File: config.mk
export PLATFORM = sky130hd
export DESIGN_NAME = stby_ctrl
export DESIGN_NICKNAME = d
export VERILOG_FILES = /design/src/rtl/stby_pkg.sv /design/src/rtl/stby_acceptor.sv /design/src/rtl/stby_fsm.sv /design/src/rtl/stby_cfg_reg.sv /design/src/rtl/stby_outq.sv /design/src/rtl/stby_ctrl.sv
export SDC_FILE = /design/constraint.sdc
export NUM_CORES = 1
export LEC_CHECK = 0
export CORE_AREA = 3 3 40 42
export DETAILED_ROUTE_END_ITERATION = 10
export DIE_AREA = 0 0 43 45
export PLACE_DENSITY = 0.73
export SETUP_SLACK_MARGIN = 0.05
export SLEW_MARGIN = 20
export SYNTH_ARGS = -nofsm -noshare
export SYNTH_HDL_FRONTEND = slang
export SYNTH_SLANG_ARGS = --single-unit
File: constraint.sdc
create_clock -name clk -period 2.7 [get_ports clk]
set_clock_uncertainty 0.15 [all_clocks]
set_input_delay 0.27 -clock clk [delete_from_list [all_inputs] [get_ports clk]]
set_output_delay 0.27 -clock clk [all_outputs]
set_load 0.02 [all_outputs]
File: src/rtl/stby_pkg.sv
package stby_pkg;

    typedef enum logic [1:0] {
        ST_RUN  = 2'd0,
        ST_HALT = 2'd1,
        ST_STOP = 2'd2
    } stby_state_e;

    // Field positions decoded by neighbouring logic
    localparam int STP_POS   = 0;
    localparam int HLT_POS   = 1;
    localparam int FLT_POS   = 2;
    localparam int OSC_POS   = 3;
    localparam int CTRL_BITS = 4;

    // Reset values of the stored option bits (register reads 08h)
    localparam logic FLT_RST = 1'b0;
    localparam logic OSC_RST = 1'b1;

endpackage

File: src/rtl/stby_acceptor.sv
module stby_acceptor (
    input  logic clk,
    input  logic rst_n,
    input  logic sync_clr,
    input  logic arm_wr,
    input  logic arm_val,
    input  logic attempt,
    output logic armed
);

    logic armed_q;

    // An explicit arm write beats a same-cycle attempt; any attempt otherwise consumes the arm.
    always_ff @(posedge clk or negedge rst_n) begin
        if (!rst_n) begin
            armed_q <= 1'b0;
        end else if (sync_clr) begin
            armed_q <= 1'b0;
        end else if (arm_wr) begin
            armed_q <= arm_val;
        end else if (attempt) begin
            armed_q <= 1'b0;
        end
    end

    assign armed = armed_q;

endmodule

File: src/rtl/stby_fsm.sv
module stby_fsm
    import stby_pkg::*;
(
    input  logic        clk,
    input  logic        rst_n,
    input  logic        wdt_eff,
    input  logic        irq,
    input  logic        wr_en,
    input  logic        stp_req,
    input  logic        hlt_req,
    input  logic        armed,
    output stby_state_e state
);

    stby_state_e state_q;
    stby_state_e state_d;

    always_ff @(posedge clk or negedge rst_n) begin
        if (!rst_n) begin
            state_q <= ST_RUN;
        end else begin
            state_q <= state_d;
        end
    end

    always_comb begin
        state_d = state_q;
        unique case (state_q)
            ST_RUN: begin
                if (wdt_eff || irq) begin
                    state_d = ST_RUN;
                end else if (wr_en && stp_req && armed) begin
                    state_d = ST_STOP;
                end else if (wr_en && hlt_req) begin
                    state_d = ST_HALT;
                end
            end
            ST_HALT: begin
                if (irq || wdt_eff) begin
                    state_d = ST_RUN;
                end
            end
            ST_STOP: begin
                if (irq) begin
                    state_d = ST_RUN;
                end
            end
            default: state_d = ST_RUN;
        endcase
    end

    assign state = state_q;

endmodule

File: src/rtl/stby_cfg_reg.sv
module stby_cfg_reg
    import stby_pkg::*;
#(
    parameter int DATA_W = 8
) (
    input  logic              clk,
    input  logic              rst_n,
    input  logic              sync_clr,
    input  logic              wr_en,
    input  logic [DATA_W-1:0] wdata,
    output logic              flt,
    output logic              oscs
);

    logic flt_q;
    logic oscs_q;
    logic unused_hi_bits;

    always_ff @(posedge clk or negedge rst_n) begin
        if (!rst_n) begin
            flt_q  <= FLT_RST;
            oscs_q <= OSC_RST;
        end else if (sync_clr) begin
            flt_q  <= FLT_RST;
            oscs_q <= OSC_RST;
        end else if (wr_en) begin
            flt_q  <= wdata[FLT_POS];
            oscs_q <= wdata[OSC_POS];
        end
    end

    // Upper data bits and mode bits are not stored here
    assign unused_hi_bits = ^{wdata[DATA_W-1:CTRL_BITS], wdata[HLT_POS], wdata[STP_POS]};

    assign flt  = flt_q;
    assign oscs = oscs_q;

endmodule

File: src/rtl/stby_outq.sv
module stby_outq
    import stby_pkg::*;
#(
    parameter int DATA_W = 8
) (
    input  stby_state_e       state,
    input  logic              flt,
    input  logic              oscs,
    input  logic              subclk_sel,
    output logic              stop_mode,
    output logic              halt_mode,
    output logic              cpu_clk_en,
    output logic              out_float_en,
    output logic              main_osc_en,
    output logic [DATA_W-1:0] rdata
);

    localparam int PAD_W = DATA_W - CTRL_BITS;

    always_comb begin
        stop_mode = 1'b0;
        halt_mode = 1'b0;
        unique case (state)
            ST_RUN:  ;
            ST_HALT: halt_mode = 1'b1;
            ST_STOP: stop_mode = 1'b1;
            default: ;
        endcase
        cpu_clk_en   = !(stop_mode || halt_mode);
        out_float_en = stop_mode && flt;
        main_osc_en  = !(stop_mode && subclk_sel && !oscs);
    end

    generate
        if (PAD_W > 0) begin : g_pad
            assign rdata = {{PAD_W{1'b0}}, oscs, flt, halt_mode, stop_mode};
        end else begin : g_nopad
            assign rdata = {oscs, flt, halt_mode, stop_mode};
        end
    endgenerate

endmodule

File: src/rtl/stby_ctrl.sv
module stby_ctrl
    import stby_pkg::*;
#(
    parameter int DATA_W = 8
) (
    input  logic              clk,
    input  logic              rst_n,
    input  logic              reg_we,
    input  logic              reg_sel,
    input  logic [DATA_W-1:0] reg_wdata,
    output logic [DATA_W-1:0] reg_rdata,
    input  logic              acp_wr,
    input  logic              acp_wdata,
    input  logic              irq,
    input  logic              wdt_rst,
    input  logic              subclk_sel,
    output logic              stop_mode,
    output logic              halt_mode,
    output logic              cpu_clk_en,
    output logic              out_float_en,
    output logic              main_osc_en
);

    stby_state_e state;
    logic        wr_en;
    logic        wdt_eff;
    logic        attempt;
    logic        acp_armed;
    logic        flt;
    logic        oscs;

    assign wr_en   = reg_we && reg_sel;
    // Watchdog is frozen while in STOP
    assign wdt_eff = wdt_rst && (state != ST_STOP);
    assign attempt = wr_en && reg_wdata[STP_POS];

    stby_acceptor u_acp (
        .clk      (clk),
        .rst_n    (rst_n),
        .sync_clr (wdt_eff),
        .arm_wr   (acp_wr),
        .arm_val  (acp_wdata),
        .attempt  (attempt),
        .armed    (acp_armed)
    );

    stby_fsm u_fsm (
        .clk     (clk),
        .rst_n   (rst_n),
        .wdt_eff (wdt_eff),
        .irq     (irq),
        .wr_en   (wr_en),
        .stp_req (reg_wdata[STP_POS]),
        .hlt_req (reg_wdata[HLT_POS]),
        .armed   (acp_armed),
        .state   (state)
    );

    stby_cfg_reg #(.DATA_W(DATA_W)) u_cfg (
        .clk      (clk),
        .rst_n    (rst_n),
        .sync_clr (wdt_eff),
        .wr_en    (wr_en),
        .wdata    (reg_wdata),
        .flt      (flt),
        .oscs     (oscs)
    );

    stby_outq #(.DATA_W(DATA_W)) u_outq (
        .state        (state),
        .flt          (flt),
        .oscs         (oscs),
        .subclk_sel   (subclk_sel),
        .stop_mode    (stop_mode),
        .halt_mode    (halt_mode),
        .cpu_clk_en   (cpu_clk_en),
        .out_float_en (out_float_en),
        .main_osc_en  (main_osc_en),
        .rdata        (reg_rdata)
    );

endmodule

---- Yosys cells after proc, flatten, opt, wreduce, memory -nomap -nowiden ----
Cells that the tools add are included.
operators by class
  add/sub/neg operators ................... 0
  multipliers ............................. 0
  divide/modulo/power cells ............... 0
  order comparisons ....................... 0
  eq/ne operators ......................... 6
  shift operators ......................... 0
  multiplexer cells ....................... 15
  bitwise logic cells ..................... 0
  reduce and logical (&&, ||, !) cells .... 17
operators with widths
  cell                                                                     number
  2-bit two-way mux                                                        5
  1-bit two-way mux                                                        9
  1-bit logical AND                                                        8
  2-bit case mux with 3 select lines                                       1
  2-bit inequality test, second input constant                             2
  4-bit by 1-bit inequality test with 1-bit output, second input constant  1
  1-bit zero test                                                          3
  3-bit AND reduction                                                      1
  3-bit nonzero test                                                       1
  2-bit by 1-bit == test with 1-bit output, second input constant          1
  2-bit == test, second input constant                                     1
  2-bit zero test                                                          1
  1-bit logical OR                                                         2
  2-bit by 1-bit inequality test with 1-bit output, second input constant  1
  2-bit nonzero test                                                       1
storage, ports and cells
  register bits after elaboration ......... 5
  bits in latches ......................... 0
  memory bits (writable) .................. 0
  bits in read-only memories .............. 0
  input bits .............................. 17
  output and inout port bits .............. 13
  word-level logic and storage cells ...... 42
  memories ................................ 0

---- Depth between registers and ports, before layout ----
  depth after elaboration ................. 6
  gate-level depth with buffers ........... 6
  depth with buffers taken out ............ 6

---- Cells and area by module ----
From an unflattened synthesis, not the netlist that was laid out.
second synthesis, totals
  cells, all modules ...................... 38
  area total of the unflattened synthesis .. 371.6 um^2
by module, submodules not included
  module         times used  cells an instance  area an instance (um^2)  seq. area each (um^2)
  stby_outq      1           16                 122.6                    0.0
  stby_fsm       1           8                  102.6                    50.0
  stby_cfg_reg   1           6                  80.1                     51.3
  stby_acceptor  1           4                  42.5                     25.0
  stby_ctrl      1           4                  23.8                     0.0

---- Least setup slack after synthesis ----
Ideal clock, no wire load.
  path kind ............................... reg-to-reg
  start point ............................. register u_fsm.state_q[0], in the netlist u_fsm.state[0]
  end point ............................... register u_fsm.state_q[1], in the netlist u_fsm.state[1]
  library setup time ...................... 80 ps
  arrival ................................. 1454 ps
  required time ........................... 2470 ps
  slack ................................... 1015 ps
  cell stages (with the launch flop) ...... 6
  buffers on the path ..................... 0
  period minus slack after synthesis ...... 1685 ps
  cell sequence ........................... dfrtp_1 -> inv_1 -> ha_1 -> or3_1 -> or3_1 -> o211ai_2
between the ends
  longest elaborated chain between the ends .. 5
  elaborated cells between the ends (all ways) .. 12
  those cells by class .................... eq/ne: 6; mux: 2; reduce/logical: 4
RTL lines
  element                                                                                   RTL line                        source
  start: declaration                                                                        stby_fsm.sv:15                  stby_state_e state_q;
  start signal: assignment                                                                  stby_fsm.sv:22                  state_q <= state_d;
  2-bit inequality test                                                                     stby_ctrl.sv:34                 assign wdt_eff = wdt_rst && (state != ST_STOP);
  1-bit logical AND                                                                         stby_ctrl.sv:34
  1-bit logical OR                                                                          stby_fsm.sv:30, stby_fsm.sv:39
  4-bit by 1-bit inequality test with 1-bit output (no line), or another cell as far along  -
  3-bit AND reduction (no line) or 2-bit case mux with 3 select lines (tied branches)       -
Parallel ways exist; a longest one is shown, timed or not.
A chain may end at the register's enable or synchronous reset.

---- Worst setup path in the final report ----
  start point ............................. register u_fsm.state_q[0], in the netlist u_fsm.state[0]
  end point ............................... output out_float_en
between the ends
  longest elaborated chain between the ends .. 3
RTL lines
  element            RTL line         source
  2-bit == test      stby_outq.sv:23  unique case (state)
  1-bit two-way mux  stby_outq.sv:23
  1-bit logical AND  stby_outq.sv:30  out_float_en = stop_mode && flt;
  end: declaration   stby_ctrl.sv:20  output logic out_float_en,
Every way passes these cells.

==> flow_metrics.py <==
metrics = {
    "global_route": {
        "use_met2_pct": 18.0,
        "antenna_found_initial": 0,
        "gr-usage-met1_pct": 11.6,
        "grt_overflow_total": 0,
        "grt_pass1_wl_mm": 1.50,
        "grt_usage_pct": 10.7,
        "top_usage_layer": "met2",
        "use_met3_pct": 4.78,
        "grt_pass1_vias": 358,
        "grt_start_max_net_pins": 8,
    },
    "setup_path": {
        "r2r_end": "u_fsm.state[1]",
        "slowest_delay_ps": 590,
        "crit_slowest_cell": "clkdlybuf4s50_1",
        "cp-start-kind": "flop",
        "critPathRequiredTime_ps": 2280,
        "critical_path_class": "reg -> out",
        "r2r-start": "u_fsm.state[0]",
        "rrSetupSlack_ps": 1010,
        "critPathMaxFanout": 7,
        "ff2ff_path_depth": 5,
        "arrival_ps": 1730,
        "endpoint_kind": "output pin",
        "path_cells": "inv_1 > ha_1 > and2_2 > clkdlybuf4s50_1",
    },
    "floorplanning": {
        "start_util_pct": 31.4,
        "fp.dieH_um": 45,
        "row_count": 13,
        "core-area_mm2": 0.00128,
        "die_w_um": 43,
        "ios": 30,
        "die_area_mm2": 0.00194,
    },
    "cts": {
        "root_buffer": "clkbuf_4",
        "cts_hold_buffers": 0,
        "cts_tree": "yes",
        "clk_latency_ps": 240,
        "clock_sinks": 5,
        "clkTransAtPathRegs_ps": 40,
        "cts_buffer_depth": 2,
        "post_cts_resized": 0,
        "cts_setup_buffers": 0,
        "numCtsBuffers": 3,
        "h-tree-depth": 1,
    },
    "detailed_routing": {
        "initialDrtViolationCount": 1,
        "drcViolationCount": 0,
        "via_per_inst": 4.65,
        "num_vias": 377,
        "routed_wl_um": 883,
        "first_pass_iters": 2,
        "avgRoutedWirePerCell_um": 10.9,
        "ant_nets": 0,
    },
    "synthesis": {
        "ys_ff_latch": 5,
        "synth_edf_count": 0,
        "yosysTopAreaCell": "dfrtp_1",
        "synth_top_cells_by_area": "dfrtp_1 (25%), buf_4 (15%), ha_1 (9.3%), dfstp_2 (6.5%), a21oi_1 (3.7%)",
        "synthesis.instances": 46,
        "async_reset_ff_share_pct": 100,
        "synth_most_common_cell": "buf_4",
        "netlist_area_um2": 403,
        "synth_common_cells": "buf_4 (8), dfrtp_1 (4), nand2_1 (4)",
        "yosysWarnings": 0,
        "synth-main-ff-cell": "dfrtp_1",
        "ys_seq_area_share_pct": 31.4,
        "synth_top_area_share_pct": 24.8,
        "avgSynthCellArea_um2": 8.76,
        "synth_cell_types": 22,
    },
    "place": {
        "place_area_um2": 583,
        "gp_congestion": 0.713,
        "portBuffers": 21,
        "dpl.hpwl_um": 735,
    },
    "sta": {
        "post-route-period-util_pct": 79.7,
        "fin_crit_ps": 2150,
        "rsz0062_at_grt": "false",
        "finalHoldViolCount": 0,
        "finalSetupTns_ps": 0,
        "drv_slew": 0,
        "max_freq_mhz": 465,
        "setup_viol": 0,
    },
    "cells_and_area": {
        "drive_above_1_share_pct": 12.1,
        "antenna-diode-count": 0,
        "area_growth_pct": 51.2,
        "fillers": 130,
        "layout.nets": 87,
        "final_area_um2": 609,
        "utilization_pct": 47.4,
    },
    "power": {
        "combPwrFrac_pct": 22.9,
        "max-vdd-ir-drop_mv": 0.218,
        "power_frac_seq_pct": 37.0,
        "pwr_density_cell_mw_per_mm2": 358,
        "netSwitchingFraction_pct": 25.8,
        "netSwitchingPower_w": 0.0000564,
        "clockPowerShare_pct": 40.1,
        "p_int_w": 0.000162,
        "leakage_nw": 0.256,
    },
    "min_path": {
        "worstHoldPathType": "in -> async",
    },
    "flow_run": {
        "maxCapViolations": 0,
    },
    "run_status": {
        "status": "complete, no violations",
    },
}
cells in the final DEF, fill, tap and decap left out, drive strengths merged:
master          n
and2            1
a21oi           3
o211ai          1
dfstp           1
a211o           1
clkdlybuf4s50  21
nand3b          2
or3             2
clkbuf          4
dfrtp           4
nand4           2
nor2            1
and2b           1
o21bai          1
nor2b           1
inv             3
nand2           4
conb            4
nand3           3
a41oi           1
or2b            1
ha              3
and3            1
registers in the layout (all words and copies together) (netlist names):
register     flops
u_fsm.state      2
u_acp.armed      1
u_cfg.flt        1
u_cfg.oscs       1
power by group through the flow:
stage / sequential (W) / clock [W] / combinational [W]
finish: 0.0000807 / 0.0000874 / 0.0000500
global route: 0.0000812 / 0.0000988 / 0.0000540
CTS: 0.0000808 / 0.0000911 / 0.0000505
detailed placement: 0.0000819 / 0 / 0.0000499
global placement: 0.0000819 / 0 / 0.0000495
floorplan: 0.0000813 / 0 / 0.0000278
final cells by class:
type / count / area [um2] / area share, %
clock buffers: 4 / 26.3 / 4.31
inverters: 3 / 11.3 / 1.85
multi-input cells: 33 / 216 / 35.5
flip-flops and latches: 5 / 126 / 20.7
well taps: 15 / 18.8 / 3.08
repair buffers: 21 / 210 / 34.5
logic make-up (layout without fill, tap and decap cells):
logic type      Yosys count  after routing  synth area share [%]
simple gates             19             19                  27.6
compound gates            7              7                  13.0
other cells               1              4                 0.931
flops                     5              5                  31.4
fa+ha+maj                 3              3                  9.32
buf+inv                  11             28                  17.7
how the worst max path moves through the flow:
stage	slack, ps	cells past startpoint	start	end
floorplan	1020	5	u_fsm.state[0]	u_fsm.state[1]
global placement	800	4	u_fsm.state[0]	out_float_en
detailed placement	790	4	u_fsm.state[0]	out_float_en
CTS	520	4	u_fsm.state[0]	out_float_en
global route	440	4	u_fsm.state[0]	out_float_en
finish	550	4	u_fsm.state[0]	out_float_en
metal layers:
metal  share of wire (%)  routed length [um]
met1                  39                 342
met5                   0                   0
met2                  50                 438
met4                   0                   0
met3                  12                 102
worst max-delay path: cells and delay by family (launching register included):
| kind | cells | cell delay, ps |
|---|---|---|
| buffers and inverters | 2 | 680 |
| AND/OR/NAND/NOR | 1 | 170 |
| adder cells (fa/ha/maj) | 1 | 250 |
| flip-flops | 1 | 390 |
stage by stage:
| stage | std cells | total power, W | worst slack, ps | hold slack [ps] |
|---|---|---|---|---|
| global route | 81 | 0.000234 | 438 | 97.9 |
| finish | 81 | 0.000218 | 548 | 96.4 |
| floorplan | 49 | 0.000109 | 1020 | -176 |
| global placement | 77 | 0.000131 | 799 | 358 |
| detailed placement | 77 | 0.000132 | 788 | 358 |
| CTS | 81 | 0.000222 | 524 | 94.4 |
Power figures use the tool's default switching activity.
